## config.mk

```make
export PLATFORM = sky130hd
export DESIGN_NAME = irq_nest_ctrl
export DESIGN_NICKNAME = d
export VERILOG_FILES = /design/src/rtl/irq_nest_pkg.sv /design/src/rtl/irq_edge_det.sv /design/src/rtl/irq_prio_pick.sv /design/src/rtl/irq_lvl_stack.sv /design/src/rtl/irq_nest_ctrl.sv
export SDC_FILE = /design/constraint.sdc
export NUM_CORES = 1
export LEC_CHECK = 0
export BUFFER_PORTS_ARGS = -buffer_cell sky130_fd_sc_hd__buf_4
export CAP_MARGIN = 20
export CORE_MARGIN = 2
export CORE_UTILIZATION = 30
export DETAILED_ROUTE_END_ITERATION = 12
export PLACE_DENSITY = 0.43
export RECOVER_POWER = 25
export SYNTH_ARGS = -nofsm -noshare
export SYNTH_HDL_FRONTEND = slang
export SYNTH_SLANG_ARGS = --single-unit
```

## constraint.sdc

```tcl
create_clock -name clk -period 92.1 [get_ports clk]
set_input_delay 18.42 -clock clk [delete_from_list [all_inputs] [get_ports clk]]
set_output_delay 18.42 -clock clk [all_outputs]
set_load 0.01 [all_outputs]
```

## src/rtl/irq_nest_pkg.sv

```systemverilog
package irq_nest_pkg;
    localparam int LVL_W = 2;
    localparam logic [LVL_W-1:0] LVL_TOP = 2'd3;
    localparam int VEC_RESET = 0;
    localparam int VEC_TRAP  = 1;
    localparam int VEC_BASE  = 2;

    typedef enum logic [1:0] {
        EDGE_RISE  = 2'd0,
        EDGE_FALL  = 2'd1,
        EDGE_BOTH  = 2'd2,
        EDGE_BOTH2 = 2'd3
    } edge_mode_e;
endpackage

```

## src/rtl/irq_edge_det.sv

```systemverilog
module irq_edge_det
    import irq_nest_pkg::*;
(
    input  logic       clk,
    input  logic       rst_n,
    input  logic       pin,
    input  logic [1:0] mode,
    input  logic       clr,
    output logic       pend
);
    typedef struct packed {
        logic prev;
        logic pend;
    } det_t;

    det_t s_d, s_q;
    logic hit;

    always_comb begin
        case (edge_mode_e'(mode))
            EDGE_RISE: hit = pin & ~s_q.prev;
            EDGE_FALL: hit = ~pin & s_q.prev;
            default:   hit = pin ^ s_q.prev;
        endcase
        s_d.prev = pin;
        s_d.pend = (s_q.pend & ~clr) | hit;
    end

    always_ff @(posedge clk or negedge rst_n) begin
        if (!rst_n) s_q <= '0;
        else        s_q <= s_d;
    end

    assign pend = s_q.pend;
endmodule

```

## src/rtl/irq_prio_pick.sv

```systemverilog
module irq_prio_pick
    import irq_nest_pkg::*;
#(
    parameter int NUM_VEC = 26,
    localparam int IDX_W  = $clog2(NUM_VEC)
) (
    input  logic [NUM_VEC-1:0]            req,
    input  logic [NUM_VEC-1:0][LVL_W-1:0] lvl,
    output logic                          found,
    output logic [IDX_W-1:0]              idx,
    output logic [LVL_W-1:0]              best
);
    always_comb begin
        found = 1'b0;
        idx   = '0;
        best  = '0;
        for (int i = NUM_VEC - 1; i >= 0; i--) begin
            if (req[i] && (lvl[i] != '0) && (lvl[i] >= best)) begin
                found = 1'b1;
                idx   = IDX_W'(i);
                best  = lvl[i];
            end
        end
    end
endmodule

```

## src/rtl/irq_lvl_stack.sv

```systemverilog
module irq_lvl_stack
    import irq_nest_pkg::*;
#(
    parameter int DEPTH = 4,
    localparam int SP_W = $clog2(DEPTH + 1)
) (
    input  logic             clk,
    input  logic             rst_n,
    input  logic             push,
    input  logic             pop,
    input  logic [LVL_W-1:0] push_val,
    output logic [LVL_W-1:0] top,
    output logic             full,
    output logic             empty
);
    typedef struct packed {
        logic [DEPTH-1:0][LVL_W-1:0] mem;
        logic [SP_W-1:0]             sp;
    } stk_t;

    stk_t s_d, s_q;

    always_comb begin
        s_d   = s_q;
        full  = (s_q.sp == SP_W'(DEPTH));
        empty = (s_q.sp == '0);
        top   = '0;
        for (int k = 0; k < DEPTH; k++) begin
            if (int'(s_q.sp) == k + 1) top = s_q.mem[k];
        end
        if (push && !full) begin
            for (int k = 0; k < DEPTH; k++) begin
                if (int'(s_q.sp) == k) s_d.mem[k] = push_val;
            end
            s_d.sp = s_q.sp + 1'b1;
        end else if (pop && !empty) begin
            s_d.sp = s_q.sp - 1'b1;
        end
    end

    always_ff @(posedge clk or negedge rst_n) begin
        if (!rst_n) s_q <= '0;
        else        s_q <= s_d;
    end
endmodule

```

## src/rtl/irq_nest_ctrl.sv

```systemverilog
module irq_nest_ctrl
    import irq_nest_pkg::*;
#(
    parameter int NUM_VEC     = 26,
    parameter int NUM_EXT     = 6,
    parameter int STACK_DEPTH = 4
) (
    input  logic                         clk,
    input  logic                         rst_n,
    input  logic [NUM_VEC-NUM_EXT-1:0]   int_irq,
    input  logic [NUM_EXT-1:0]           ext_pin,
    input  logic                         trap_req,
    input  logic                         cfg_we,
    input  logic [$clog2(NUM_VEC)-1:0]   cfg_addr,
    input  logic [3:0]                   cfg_wdata,
    input  logic                         ack,
    input  logic                         rti,
    output logic                         irq_req,
    output logic [$clog2(NUM_VEC+2)-1:0] irq_vec,
    output logic [LVL_W-1:0]             cur_lvl
);
    localparam int IDX_W = $clog2(NUM_VEC);
    localparam int VEC_W = $clog2(NUM_VEC + 2);

    typedef struct packed {
        logic [NUM_VEC-1:0][LVL_W-1:0] lvl;
        logic [NUM_EXT-1:0][1:0]       mode;
        logic [LVL_W-1:0]              cur;
        logic                          rst_pend;
        logic                          trap_pend;
    } ctl_t;

    ctl_t s_d, s_q;

    logic [NUM_VEC-1:0] req_vec;
    logic [NUM_EXT-1:0] ext_pend;
    logic [NUM_EXT-1:0] ext_clr;
    logic               cand_found;
    logic [IDX_W-1:0]   cand_idx;
    logic [LVL_W-1:0]   cand_lvl;
    logic [LVL_W-1:0]   stk_top;
    logic               stk_full, stk_empty;
    logic               trap_ok, take_mask;
    logic               sel_trap, sel_mask, ack_ok;
    logic               do_push, do_pop;

    for (genvar g = 0; g < NUM_VEC; g++) begin : g_src
        if (g < NUM_EXT) begin : g_ext
            irq_edge_det u_det (
                .clk  (clk),
                .rst_n(rst_n),
                .pin  (ext_pin[g]),
                .mode (s_q.mode[g]),
                .clr  (ext_clr[g]),
                .pend (ext_pend[g])
            );
            assign req_vec[g] = ext_pend[g];
            assign ext_clr[g] = ack_ok && sel_mask && (cand_idx == IDX_W'(g));
        end else begin : g_int
            assign req_vec[g] = int_irq[g-NUM_EXT];
        end
    end

    irq_prio_pick #(.NUM_VEC(NUM_VEC)) u_pick (
        .req  (req_vec),
        .lvl  (s_q.lvl),
        .found(cand_found),
        .idx  (cand_idx),
        .best (cand_lvl)
    );

    irq_lvl_stack #(.DEPTH(STACK_DEPTH)) u_stack (
        .clk     (clk),
        .rst_n   (rst_n),
        .push    (do_push),
        .pop     (do_pop),
        .push_val(s_q.cur),
        .top     (stk_top),
        .full    (stk_full),
        .empty   (stk_empty)
    );

    always_comb begin
        trap_ok   = s_q.trap_pend && !stk_full;
        take_mask = cand_found && (cand_lvl > s_q.cur);
        sel_trap  = !s_q.rst_pend && trap_ok;
        sel_mask  = !s_q.rst_pend && !trap_ok && take_mask;
        irq_req   = s_q.rst_pend || trap_ok || take_mask;
        if (s_q.rst_pend)  irq_vec = VEC_W'(VEC_RESET);
        else if (trap_ok)  irq_vec = VEC_W'(VEC_TRAP);
        else               irq_vec = VEC_W'(cand_idx) + VEC_W'(VEC_BASE);
        ack_ok  = ack && irq_req;
        do_push = ack_ok && !s_q.rst_pend;
        do_pop  = rti && !ack_ok && !stk_empty;

        s_d = s_q;
        for (int k = 0; k < NUM_VEC; k++) begin
            if (cfg_we && int'(cfg_addr) == k) s_d.lvl[k] = cfg_wdata[1:0];
        end
        for (int k = 0; k < NUM_EXT; k++) begin
            if (cfg_we && int'(cfg_addr) == k) s_d.mode[k] = cfg_wdata[3:2];
        end
        s_d.trap_pend = (s_q.trap_pend && !(ack_ok && sel_trap)) || trap_req;
        if (ack_ok) begin
            if (s_q.rst_pend)  s_d.rst_pend = 1'b0;
            else if (sel_trap) s_d.cur = LVL_TOP;
            else               s_d.cur = cand_lvl;
        end else if (do_pop) begin
            s_d.cur = stk_top;
        end
    end

    always_ff @(posedge clk or negedge rst_n) begin
        if (!rst_n) begin
            s_q          <= '0;
            s_q.rst_pend <= 1'b1;
        end else begin
            s_q <= s_d;
        end
    end

    assign cur_lvl = s_q.cur;
endmodule

```

==> results.sh, run 1 <==
export IMPL_maxCapViolCount=1
export IMPL_rsz0062_at_grt="no"
export IMPL_fmax_mhz=14.4
export IMPL_finalNonFillerCells=1090
export IMPL_drc_errors=0
export IMPL_postRouteWirelength_microns=19300
export IMPL_cp_slowest_cell="o31ai_1"
export IMPL_clock_sink_count=91
export IMPL_portBuffers=48
export IMPL_grt_overflow=0
export IMPL_ys_seq_area_share_pct=33.3
export IMPL_fp_dieW_microns=155
export IMPL_insertion_delay_ns=0.35
export IMPL_cts_resized=0
export IMPL_end_kind="output port"
export IMPL_place_congestion=0.857
export IMPL_wl_per_cell_microns=17.7
export IMPL_synth_edf_count=0
export IMPL_synth_warnings=0
export IMPL_dieArea_sq_um=24000
export IMPL_initial_core_util_pct=30.4
export IMPL_hold_viol=0
export IMPL_tightest_slew_ns=2.30
export IMPL_violations="capacitance limit, slew limit"
export IMPL_grt_total_usage_pct=16.6
export IMPL_post_cts_buffers=0
export IMPL_rows=55
export IMPL_clock_root_buffer="clkbuf_16"
export IMPL_antenna_cells=0
export IMPL_core_sq_um=22500
export IMPL_min_period_over_period_pct=75.6
export IMPL_crit_type="in2out"
export IMPL_peakVddDrop_uv=8.20
export IMPL_crit_path_max_fanout=8
export IMPL_async_flop_share_pct=100
export IMPL_drtIter0Drc=290
export IMPL_dp_cells=1075
export IMPL_cp_required_ns=73.68
export IMPL_setup_viol=0
export IMPL_multi_input_area_sq_um=4320
export IMPL_cts_buffer_depth=2
export IMPL_syn_num_nets=838
export IMPL_clock_skew_final_ns=0.00710
export IMPL_antenna_found_initial=0
export IMPL_postPlaceCellArea_sq_um=7500
export IMPL_syn_area_sq_um=6850
export IMPL_final_cell_mix="nand2_1 (100), dfrtp_1 (90), mux2_2 (70)"
export IMPL_area_growth_pct=13.0
export IMPL_finalCriticalPeriod_ns=69.63
export IMPL_die_height_microns=155
export IMPL_synth_top_flop_cell="dfrtp_1"
export IMPL_ant_nets=0
export IMPL_final_common_cell="nand2_1"
export IMPL_avgSynthCellArea_sq_um=9.08
export IMPL_slowest_delay_ns=0.56
export IMPL_slew_headroom_pct=-53.2
export IMPL_stdcell_area_sq_um=7740
export IMPL_slew_viol_final=40
export IMPL_dp_final_hpwl_microns=15000
export IMPL_io_pins=49
export IMPL_grt_pass1_vias=5958
export IMPL_power_density_nw_per_um2=27.8
export IMPL_nets=885
export IMPL_seq_area_sq_um=2280
export IMPL_tns_ns=0
export IMPL_drive_above_1_share_pct=19.9
export IMPL_htreeDepth=3
export IMPL_fillers=2282
export IMPL_synth_cells=754
export IMPL_cts_tree="done"
export IMPL_start_kind="input pin"
export IMPL_ys_ff_latch=91
export IMPL_post_drt_via_cell_ratio=5.39
export IMPL_status="finished, violations left"
export IMPL_arrival_ns=51.21
export IMPL_grt_max_degree=54
export IMPL_hold_buffers=0
export IMPL_hold_class="reg2reg"
export IMPL_clkTransAtPathRegs_ns=0.07
export IMPL_cts_buffers=9
export IMPL_power_mw=0.215
export IMPL_vias=5875
export IMPL_ys_types=86
export IMPL_dr_pass1_iters=5
export IMPL_cpMostUsedCell="ha_1"
export IMPL_p_leak_nw=3.44
export IMPL_grt_pass1_wl_microns=31500
[path summary, 6_finish.rpt]
path                       slack [ns]                  startpoint  cells after the start                    endpoint
hold / removal                   0.51  u_stack.s_q[8]$_DFFE_PN0P_                      1  u_stack.s_q[8]$_DFFE_PN0P_
hold reg to reg                  0.51  u_stack.s_q[8]$_DFFE_PN0P_                      1  u_stack.s_q[8]$_DFFE_PN0P_
min in group asynchronous       18.74                       rst_n                      1         s_q[47]$_DFFE_PN0P_
max in group asynchronous       71.62                       rst_n                      2         s_q[30]$_DFFE_PN0P_
setup / recovery                22.47                 int_irq[19]                    167                     irq_req
setup reg to reg                57.41         s_q[67]$_DFFE_PN0P_                    170  u_stack.s_q[2]$_DFFE_PN0P_
[power breakdown]
part           switching [mW]  internal [mW]  total [mW]
combinational          0.0663         0.0535       0.120
sequential            0.00983         0.0492      0.0590
clock                  0.0179         0.0186      0.0365
[registers in the layout (all words and copies together), names as in the netlist]
name,flops
cur_lvl,2
g_src.g_ext.u_det.pend,6
s_q,66
g_src.g_ext.u_det.s_q,6
u_stack.s_q,11
[stage by stage]
stage               utilization (%)  setup WS [ns]  hold slack (ns)
finish                         34.4          22.47            0.512
global route                   34.4          19.42            0.532
CTS                            34.5          22.62            0.513
detailed placement             33.3          22.68            0.495
global placement               33.3          23.34            0.486
floorplan                         -          27.21            0.464
[routing by layer]
metal	wire (microns)	vias up	track usage, %
met1	9950	2885	24.0
met4	297	0	5.29
met3	569	17	2.03
li1	-	2866	-
met2	8440	107	25.8
met5	0	-	0
[synth_stat cells, types with 3 or more instances]
cell | n | area [sq um]
nand3_1 | 24 | 120
and2_1 | 11 | 68.8
buf_4 | 4 | 30.0
ha_1 | 42 | 526
a21oi_1 | 21 | 105
nor3_1 | 23 | 115
a22oi_1 | 8 | 60.1
a32o_1 | 3 | 30.0
nand2_1 | 100 | 375
o41ai_1 | 3 | 26.3
mux2i_1 | 6 | 60.1
o311a_1 | 3 | 30.0
a21o_1 | 13 | 97.6
nor4b_1 | 4 | 35.0
or2_2 | 5 | 31.3
nor2b_1 | 12 | 75.1
nand2b_1 | 37 | 231
o31ai_1 | 10 | 75.1
o21a_1 | 6 | 45.0
inv_1 | 47 | 176
a31oi_1 | 8 | 50.1
a41oi_1 | 3 | 26.3
and4_1 | 5 | 43.8
dfrtp_1 | 90 | 2250
nor4_1 | 4 | 25.0
nand4_1 | 8 | 50.1
or3_1 | 3 | 18.8
o2111a_1 | 3 | 33.8
a32oi_1 | 4 | 35.0
nand3b_1 | 3 | 22.5
nor2_1 | 45 | 169
a211oi_1 | 3 | 22.5
and3_1 | 5 | 31.3
clkbuf_1 | 7 | 26.3
mux2_2 | 70 | 788
o211ai_1 | 3 | 22.5
o21ai_0 | 42 | 210
[area by class of cell]
class	count	area share [%]
Timing Repair Buffer	49	4.32
Tap cell	285	4.61
Inverter	48	2.33
Clock buffer	9	2.91
Multi-Input combinational cell	602	55.8
Sequential cell	91	29.4
Clock inverter	6	0.647
[cell families after synthesis]
group                      after synthesis  share of synthesized area, %
AOI/OAI and AO/OA                      176                          19.4
xor gates and xnor gates                 2                         0.256
adders and majority gates               44                          8.11
buffers and inverters                   61                          3.69
DFF                                     91                          33.3
muxes                                   77                          12.6
and+or+nand+nor                        303                          22.6
[worst max-delay path, delay by kind of cell]
family,cells,cell delay (ns)
AOI/OAI and AO/OA,63,14.84
adders and majority gates,27,7.20
buffers and inverters,4,0.33
muxes,4,1.18
and+or+nand+nor,69,9.30
No activity file was read; power rests on OpenSTA's default activity.
==> inputs of run 2 (changes only) <==
clock period = 68.2 ns   (was 92.1 ns; I/O delays follow)
==> run 2 against run 1 <==
- the run still ends with capacitance limit, slew limit left
- cell count about the same
- clock power up 51%
- count of clock-buffer cells in the layout up 1
- global-route usage fell by 0.18 points
- non-clock buffer count did not move
- die area did not move
- hold slack improved by 0.00070 ns
- sequential share of layout area down 0.16 points
- critical path depth rose by 1
- core utilization rose by 0.18 points
- power grew 37%
- largest cell class unchanged
==> results.sh, run 2 (synthesized netlist as in run 1, its figures left out) <==
export IMPL_portBuffers=48
export IMPL_grt_total_usage_pct=16.4
export IMPL_ant_nets=0
export IMPL_area_growth_pct=13.7
export IMPL_end_kind="output port"
export IMPL_seq_area_sq_um=2280
export IMPL_cts_buffers=9
export IMPL_peakVddDrop_uv=12.4
export IMPL_finalCriticalPeriod_ns=60.24
export IMPL_drc_errors=0
export IMPL_violations="capacitance limit, slew limit"
export IMPL_power_density_nw_per_um2=38.0
export IMPL_hold_buffers=0
export IMPL_place_congestion=0.860
export IMPL_nets=885
export IMPL_hold_viol=0
export IMPL_clkTransAtPathRegs_ns=0.08
export IMPL_slew_viol_final=41
export IMPL_setup_ws_ns=7.96
export IMPL_clock_sink_count=91
export IMPL_crit_type="in2out"
export IMPL_insertion_delay_ns=0.36
export IMPL_vias=5775
export IMPL_clock_skew_final_ns=0.00996
export IMPL_postRouteWirelength_microns=19100
export IMPL_dr_pass1_iters=5
export IMPL_post_cts_buffers=0
export IMPL_fillers=2313
export IMPL_final_cell_mix="nand2_1 (100), dfrtp_1 (90), mux2_2 (70)"
export IMPL_maxCapViolCount=1
export IMPL_slew_headroom_pct=-63.8
export IMPL_cts_buffer_depth=2
export IMPL_grt_max_degree=53
export IMPL_dieArea_sq_um=24000
export IMPL_power_mw=0.296
export IMPL_fp_dieW_microns=155
export IMPL_finalNonFillerCells=1091
export IMPL_antenna_cells=0
export IMPL_crit_path_max_fanout=8
export IMPL_cpMostUsedCell="ha_1"
export IMPL_drive_above_1_share_pct=20.0
export IMPL_dp_final_hpwl_microns=14800
export IMPL_slowest_delay_ns=0.59
export IMPL_top_register="s_q"
export IMPL_cp_required_ns=54.56
export IMPL_post_drt_via_cell_ratio=5.29
export IMPL_dp_cells=1075
export IMPL_die_height_microns=155
export IMPL_fmax_mhz=16.6
export IMPL_initial_core_util_pct=30.4
export IMPL_final_common_cell="nand2_1"
export IMPL_rows=55
export IMPL_cp_slowest_cell="o31ai_1"
export IMPL_min_period_over_period_pct=88.3
export IMPL_grt_overflow=0
export IMPL_reg_top3="s_q x66, u_stack.s_q x11"
export IMPL_tns_ns=0
export IMPL_tightest_slew_ns=2.46
export IMPL_setup_viol=0
export IMPL_start_kind="input pin"
export IMPL_drtIter0Drc=323
export IMPL_cts_tree="done"
export IMPL_hold_class="reg2reg"
export IMPL_multi_input_area_sq_um=4320
export IMPL_io_pins=49
export IMPL_cts_resized=0
export IMPL_wl_per_cell_microns=17.5
export IMPL_p_leak_nw=3.46
export IMPL_antenna_found_initial=0
export IMPL_clock_root_buffer="clkbuf_16"
export IMPL_dpl_worst_slack_ns=8.26
export IMPL_grt_pass1_vias=5743
export IMPL_grt_pass1_wl_microns=30900
export IMPL_largest_reg_flops=66
export IMPL_rsz0062_at_grt="no"
export IMPL_status="finished, violations left"
export IMPL_htreeDepth=3
export IMPL_core_sq_um=22500
export IMPL_arrival_ns=46.60
-- run 2: changes by cell type in the layout (fill, tap and decap cells not counted), sizes merged --
cell,before,now
bufinv,0,1
clkbuf,18,19
clkinv,2,0
inv,51,52
-- run 2: final timing paths --
path                                             startpoint                           to  slack [ns]  depth (start not counted)
worst max register to register          s_q[67]$_DFFE_PN0P_   u_stack.s_q[2]$_DFFE_PN0P_       33.32                        171
worst min register to register  u_stack.s_q[10]$_DFFE_PN0P_  u_stack.s_q[10]$_DFFE_PN0P_        0.51                          1
min in group asynchronous                             rst_n          s_q[47]$_DFFE_PN0P_       14.02                          1
worst min-delay path            u_stack.s_q[10]$_DFFE_PN0P_  u_stack.s_q[10]$_DFFE_PN0P_        0.51                          1
max in group asynchronous                             rst_n          s_q[38]$_DFFE_PN0P_       52.39                          2
worst max-delay path                            int_irq[19]                      irq_req        7.96                        168
-- run 2: worst max-delay path, delay by kind of cell --
kind	cells	cell delay (ns)
AO/OA/AOI/OAI	63	15.04
AND/OR/NAND/NOR	70	9.08
adder cells (fa/ha/maj)	27	7.22
multiplexers	4	1.26
buffers and inverters	4	0.34
-- run 2: metrics by stage --
stage	area, sq um	hold WS (ns)	utilization [%]
after floorplan	6850	0.464	-
after detailed placement	7500	0.495	33.3
final	7780	0.513	34.6
after global placement	7500	0.487	33.3
after CTS	7820	0.514	34.7
after global routing	7780	0.519	34.6
-- run 2: metal layers --
metal	GRT usage, %	wire (microns)
met5	0	0
met2	25.2	8320
met1	23.2	9600
met4	5.78	363
met3	2.90	865
-- run 2: final cells by class --
class,count,area share (%)
Clock buffer,10,3.07
Clock inverter,6,0.997
Inverter,48,2.32
Multi-Input combinational cell,602,55.5
Sequential cell,91,29.3
Tap cell,285,4.58
Timing Repair Buffer,49,4.29
-- run 2: where the power goes --
part | internal (mW) | switching, mW
clock network | 0.0303 | 0.0248
registers | 0.0664 | 0.0133
logic | 0.0719 | 0.0889
total | 0.169 | 0.127
